$ cat src/rtl/ors_pkg.sv
package ors_pkg;
  typedef enum logic [1:0] {
    PH_OFF   = 2'd0,
    PH_CLAMP = 2'd1,
    PH_RAMP  = 2'd2,
    PH_PLAY  = 2'd3
  } phase_t;
endpackage

$ cat src/rtl/ors_tick_counter.sv
// Counts sample ticks while enabled, saturates at LIMIT, clears when disabled.
module ors_tick_counter #(
  parameter int LIMIT = 1000,
  localparam int CW = $clog2(LIMIT + 1)
) (
  input  logic          clk,
  input  logic          rst_n,
  input  logic          en,
  input  logic          tick,
  output logic [CW-1:0] count,
  output logic          last_tick
);
  localparam logic [CW-1:0] TOP  = CW'(LIMIT);
  localparam logic [CW-1:0] LAST = CW'(LIMIT - 1);

  always_ff @(posedge clk or negedge rst_n) begin
    if (!rst_n)
      count <= '0;
    else if (!en)
      count <= '0;
    else if (tick && count != TOP)
      count <= count + 1'b1;
  end

  assign last_tick = en && tick && (count == LAST);
endmodule

$ cat src/rtl/ors_phase_fsm.sv
// Phase sequencer: off -> clamp -> ramp -> play.
module ors_phase_fsm
  import ors_pkg::*;
(
  input  logic   clk,
  input  logic   rst_n,
  input  logic   settle_done,
  input  logic   ramp_done,
  output phase_t phase
);
  phase_t phase_nx;

  always_comb begin
    phase_nx = phase;
    unique case (phase)
      PH_OFF:   phase_nx = PH_CLAMP;
      PH_CLAMP: if (settle_done) phase_nx = PH_RAMP;
      PH_RAMP:  if (ramp_done)   phase_nx = PH_PLAY;
      PH_PLAY:  phase_nx = PH_PLAY;
      default:  phase_nx = PH_OFF;
    endcase
  end

  always_ff @(posedge clk or negedge rst_n) begin
    if (!rst_n) phase <= PH_OFF;
    else        phase <= phase_nx;
  end
endmodule

$ cat src/rtl/ors_out_decode.sv
// Decodes the phase into the output-stage controls.
module ors_out_decode
  import ors_pkg::*;
(
  input  phase_t phase,
  input  logic   ratio_ok,
  output logic   clamp_en,
  output logic   audio_en,
  output logic   dischg_en,
  output logic   mute_out
);
  always_comb begin
    clamp_en  = (phase == PH_CLAMP);
    audio_en  = (phase == PH_PLAY);
    dischg_en = (phase == PH_OFF);
    mute_out  = !((phase == PH_PLAY) && ratio_ok);
  end
endmodule

$ cat src/rtl/out_ramp_sequencer.sv
module out_ramp_sequencer
  import ors_pkg::*;
#(
  parameter int SETTLE_TICKS = 1000,
  parameter int RAMP_TICKS   = 10000,
  localparam int RW = $clog2(RAMP_TICKS + 1),
  localparam int SW = $clog2(SETTLE_TICKS + 1)
) (
  input  logic          clk,
  input  logic          rst_n,
  input  logic          smp_tick,
  input  logic          ratio_ok,
  output logic          clamp_en,
  output logic [RW-1:0] ramp_code,
  output logic          audio_en,
  output logic          dischg_en,
  output logic          mute_out
);
  phase_t        phase;
  logic          settle_done;
  logic          ramp_done;
  logic [SW-1:0] settle_cnt;

  ors_tick_counter #(.LIMIT(SETTLE_TICKS)) u_settle (
    .clk       (clk),
    .rst_n     (rst_n),
    .en        (phase == PH_CLAMP),
    .tick      (smp_tick),
    .count     (settle_cnt),
    .last_tick (settle_done)
  );

  // The ramp counter keeps counting into playback, where it sits saturated.
  ors_tick_counter #(.LIMIT(RAMP_TICKS)) u_ramp (
    .clk       (clk),
    .rst_n     (rst_n),
    .en        (phase == PH_RAMP || phase == PH_PLAY),
    .tick      (smp_tick),
    .count     (ramp_code),
    .last_tick (ramp_done)
  );

  ors_phase_fsm u_fsm (
    .clk         (clk),
    .rst_n       (rst_n),
    .settle_done (settle_done),
    .ramp_done   (ramp_done && phase == PH_RAMP),
    .phase       (phase)
  );

  ors_out_decode u_dec (
    .phase     (phase),
    .ratio_ok  (ratio_ok),
    .clamp_en  (clamp_en),
    .audio_en  (audio_en),
    .dischg_en (dischg_en),
    .mute_out  (mute_out)
  );
endmodule

$ cat config.mk
export PLATFORM = sky130hd
export DESIGN_NAME = out_ramp_sequencer
export DESIGN_NICKNAME = d
export VERILOG_FILES = /design/src/rtl/ors_pkg.sv /design/src/rtl/ors_tick_counter.sv /design/src/rtl/ors_phase_fsm.sv /design/src/rtl/ors_out_decode.sv /design/src/rtl/out_ramp_sequencer.sv
export SDC_FILE = /design/constraint.sdc
export NUM_CORES = 1
export LEC_CHECK = 0
export ABC_AREA = 1
export CORE_UTILIZATION = 57
export CTS_BUF_LIST = sky130_fd_sc_hd__clkbuf_8
export CTS_CLUSTER_DIAMETER = 30
export DETAILED_ROUTE_END_ITERATION = 6
export PLACE_DENSITY = 0.82
export SETUP_SLACK_MARGIN = 0.5
export SLEW_MARGIN = 40
export SYNTH_ARGS = -nofsm -noshare
export SYNTH_HDL_FRONTEND = slang
export SYNTH_SLANG_ARGS = --single-unit
$ cat constraint.sdc
create_clock -name clk -period 1.8 [get_ports clk]
set_input_delay 0.36 -clock clk [delete_from_list [all_inputs] [get_ports clk]]
set_output_delay 0.36 -clock clk [all_outputs]
set_load 0.02 [all_outputs]
== After elaboration in Yosys (flattened, before gate mapping) ==
Cells that the tools add are included.
Operators by class
  add/subtract/negate cells: 2
  equal/unequal tests: 11
  multiplexer cells: 7
  reduce and logical (&&, ||, !) cells: 12
Operators by type and width (number)
  $mux W14: 2
  $mux W10: 2
  $add A14 B1 Y14 const B: 1
  $eq A14 B14 Y1 const B: 1
  $ne A14 B14 Y1 const B: 1
  $add A10 B1 Y10 const B: 1
  $eq A10 B10 Y1 const B: 1
  $ne A10 B10 Y1 const B: 1
  $logic_and A1 B1 Y1: 8
  $pmux W2 S4: 1
  $ne A2 B2 Y1 const B: 3
  $eq A2 B2 Y1 const B: 2
  $mux W2: 2
  $eq A2 B1 Y1 const B: 1
  $logic_not A2 Y1: 1
  $ne A2 B1 Y1 const B: 1
  $reduce_and A2 Y1: 1
  $logic_not A1 Y1: 1
  $logic_or A1 B1 Y1: 1
Word-level totals
  register bits: 26
  word-level logic and storage cells: 35

== Logic depth before layout (Yosys ltp) ==
  depth after elaboration: 7
  depth in mapped cells: 11
  mapped depth without buffers: 10

== Cells and area by module ==
From an unflattened synthesis, not the netlist that was laid out.
Unflattened totals
  cells, all modules: 258
  area, all modules: 1757.9 µm²
By module, submodules not included
  ors_tick_counter (u_ramp): instances 1, cells each 145, area each 974.7 µm², sequential area each 350.3 µm²
  ors_tick_counter (u_settle): instances 1, cells each 95, area each 665.6 µm², sequential area each 250.2 µm²
  ors_phase_fsm: instances 1, cells each 7, area each 72.6 µm², sequential area each 50.0 µm²
  ors_out_decode: instances 1, cells each 6, area each 26.3 µm², sequential area each 0.0 µm²
  out_ramp_sequencer: instances 1, cells each 5, area each 18.8 µm², sequential area each 0.0 µm²

== Worst setup path before layout ==
Ideal clock, no wire load.
  kind: register to register
  start point: register u_ramp.count[0]
  end point: register u_ramp.count[9]
  setup time: 0.118 ns
  arrival: 1.476 ns
  required time: 1.682 ns
  path slack: 0.205 ns
  stages on the path, launching flop included: 12
  buffers on the path: 1
  clock period less this slack: 1.595 ns
  cells stage by stage: dfrtp_1 inv_1 ha_1 nand2_1 nor2_1 nand2_1 nor2_2 nor2_4 nor2_4 buf_6 nand2_1 nand2_1
On the way
  longest elaborated chain between the ends: 3
  elaborated cells on any way between the ends: 6
  those cells by class: 1 x add/sub; 2 x eq/ne; 2 x mux; 1 x reduce/logical
RTL lines
  from (decl): line ors_tick_counter.sv:10  | output logic [CW-1:0] count,
  from (signal assigned): line ors_tick_counter.sv:22  | count <= count + 1'b1;
  $add A14 B1 Y14 / $ne A14 B14 Y1 (equally long branches): line ors_tick_counter.sv:22, ors_tick_counter.sv:21
  $mux W14 / $logic_and A1 B1 Y1 (equally long branches): line ors_tick_counter.sv:21  | else if (tick && count != TOP)
  $mux W14 / $ne A2 B2 Y1 (equally long branches)
Several ways; a longest one is shown, not always the timed one. The select of a mux whose other input is x is not followed.
A chain may end at the register's enable or synchronous reset.

== Worst setup path after layout ==
  start point: register u_ramp.count[0]
  end point: register u_ramp.count[8]
The elaborated chain is that of the path after synthesis.

==> impl_metrics.csv <==
group,metric,value,unit
pwr,ir_drop,0.000933,V
timing,drv_slew,0,
timing,slew_headroom,76.9,%
yosys,synth_nets,253,
yosys,synth_top_area_share,38.5,%
setup_path,cp-end-kind,"flop",
setup_path,path_cells,"inv_2 > ha_4 > nand2_2 > nor2_1 > nand2_1 > o21ai_1 > nand2_2 > nand2_1 > nand2_1",
routing,wl_per_cell,15.4,um
die,num_rows,19,
die,core_area,0.00278,sq mm
finish,fin_cells,331,
status,status,"completed",
die,die_w,56.4,um
setup_path,cp_common_cell,"nand2_1",
cts,cts_tree,"done",
setup_path,worstPathRequired,1960,ps
yosys,postSynthAreaPerCell,6.89,sq um
pwr,power.density,695,mW/mm^2
setup_path,crit_path_top_delay_cell,"dfrtp_2",
timing,hold_violations,0,
grt,first_global_vias,1665,
yosys,synth_area_leaders,"dfrtp_1 39%, nand2_1 17%, nor2_1 7.1%, nand3_1 5.9%, nand4_1 5.6%",
finish,drive_gt1_share,38.3,%
cts,clockRootBuffer,"clkbuf_8",
timing,clock_skew,7.59,ps
timing,period_share,89.9,%
cts,htree_levels,1,
die,die_area,0.00318,sq mm
routing,routed_wl,5100,um
place,port_buffers,21,
yosys,yosys_warnings,0,
cts,holdBufCountCts,0,
yosys,yosys.cell_types.count,26,
pwr,p_leak,1.13,nW
yosys,yosysSeqAreaShare,38.5,%
finish,fin_util,84.3,%
routing,remaining_drc_errors,0,
yosys,synth_cells,245,
finish,fin_nets,309,
setup_path,crit_type,"flop to flop",
grt,antenna_found_initial,0,
die,die_h,56.4,um
setup_path,critical-path-top-delay-family,"simple AND/OR/NAND/NOR gates",
finish,final_common_cell,"nand2_1",
grt,grt_pass1_wl,7640,um
timing,layout_setup_ws,181,ps
timing,fin_crit,1620,ps
routing,drt_iter0_drc,108,
finish,antenna_cells,0,
cts,clk_pin_slew,90,ps
setup_path,start_kind,"flop",
yosys,ys_seq_elements,26,
place,dpl.cell_count,298,
cts,cts_inserted_buffers,3,
place,dp_slack,11.4,ps
setup_path,cp_max_fo,7,
cts,clock_latency,270,ps
place,hpwl,2860,um
grt,grt_max_degree,27,
routing,ant_nets,0,
grt,overflow,0,
setup_path,cp.arrival,1780,ps
timing,setup_violations,0,
cts,cts.sinks,26,
routing,firstDrtPassIters,4,
setup_path,crit_buf_inv,1,
setup_path,cpPeakStageDelay,460,ps
timing,worst_pin_slew,346,ps
routing,vias,1899,
cts,clockBufferDepth,2,
yosys,yosysTopAreaCell,"dfrtp_1",
finish,final_cell_mix,"61 x nand2_1, 30 x buf_4, 25 x nor2_1, 19 x nand3_1, 19 x dfrtp_1",
grt,gr-usage-all-layers,30.4,%
timing,rsz0062_at_grt,"yes",
yosys,syn_area,0.00169,sq mm
die,start_util,60.7,%
timing,fin_setup_tns,0,ps
timing,whs,479,ps
place,gp_congestion,0.866,
flow_run,cap_violations,0,
routing,via_per_inst,5.74,
hold_path,hold_class,"input port to asynchronous set/reset pin",
finish,nFillCells,168,
die,ios,22,
timing,fmax,618,MHz
finish,synthToLayoutAreaGrowth,38.8,%
-- registers in the layout, indices dropped and copies added, names as in the netlist --
signal and cells:
u_settle.count 10, u_ramp.count 14, u_fsm.phase 2
-- cells by family after synthesis --
logic type,share of synthesized area (%)
AND/OR/NAND/NOR,40.5
flip-flops,38.5
XOR/XNOR,3.11
buffers and inverters,8.07
adder cells (fa/ha/maj),2.96
AO/OA/AOI/OAI,6.81
-- cell type report --
cell class / instances / area, sq um / share of cell area, %
clock buffer: 4 / 55.1 / 2.35
inverter: 29 / 121 / 5.18
multi-input combinational: 186 / 1040 / 44.5
sequential: 26 / 659 / 28.1
tap: 31 / 38.8 / 1.65
timing repair buffer: 54 / 417 / 17.8
timing repair inverter: 1 / 11.3 / 0.480
-- final timing paths --
path                                     end  slack (ps)         startpoint  cells after the start
setup / recovery             u_ramp.count[8]         180    u_ramp.count[0]                      9
hold / removal             u_settle.count[5]         480              rst_n                      2
setup reg to reg             u_ramp.count[8]         180    u_ramp.count[0]                      9
hold reg to reg            u_settle.count[9]         540  u_settle.count[9]                      2
max in group asynchronous    u_ramp.count[1]        1040              rst_n                      2
min in group clk           u_settle.count[9]         540  u_settle.count[9]                      2
-- metrics by stage --
| stage | power [W] | area, sq um |
|---|---|---|
| floorplan | 0.000964 | 1740 |
| global placement | 0.00112 | 1990 |
| detailed placement | 0.00113 | 1990 |
| CTS | 0.00158 | 2230 |
| global route | 0.00170 | 2340 |
| finish | 0.00163 | 2340 |
-- worst reg2reg max path: stages (launching register included) --
cell	delay, ps
dfrtp_2	460
inv_2	100
ha_4	120
nand2_2	40
nor2_1	100
nand2_1	100
o21ai_1	250
nand2_2	180
nand2_1	100
nand2_1	60
-- layer usage --
layer | track usage (%) | vias to the layer above | routed length, um
li1 | - | 908 | -
met2 | 48.6 | 72 | 2470
met5 | 0 | - | 0
met4 | 7.67 | 0 | 117
met1 | 44.1 | 902 | 2210
met3 | 3.00 | 17 | 306
-- synthesized netlist by cell type, drive strengths merged --
cell type	count
nand3	20
nor2	36
a21o	2
xor2	6
nor4	1
o21bai	2
inv	29
clkbuf	1
buf	3
nor3b	1
nand4	15
nand2	79
a21oi	1
ha	4
nand3b	1
dfrtp	26
o21ai	16
nor3	2
-- power by group --
| part | switching [W] | total [W] | leakage [nW] | internal (W) |
|---|---|---|---|---|
| Clock | 0.000187 | 0.000382 | 0.0288 | 0.000196 |
| Combinational | 0.000300 | 0.000533 | 0.763 | 0.000232 |
| Sequential | 0.0000766 | 0.000716 | 0.338 | 0.000639 |
-- timing repair --
action,in CTS,in global routing
gates resized for setup,89,37
buffers inserted,21,7
gates cloned,1,0
pin swaps,9,8
setup endpoints to repair,41,36
(Power assumes the default switching activity.)
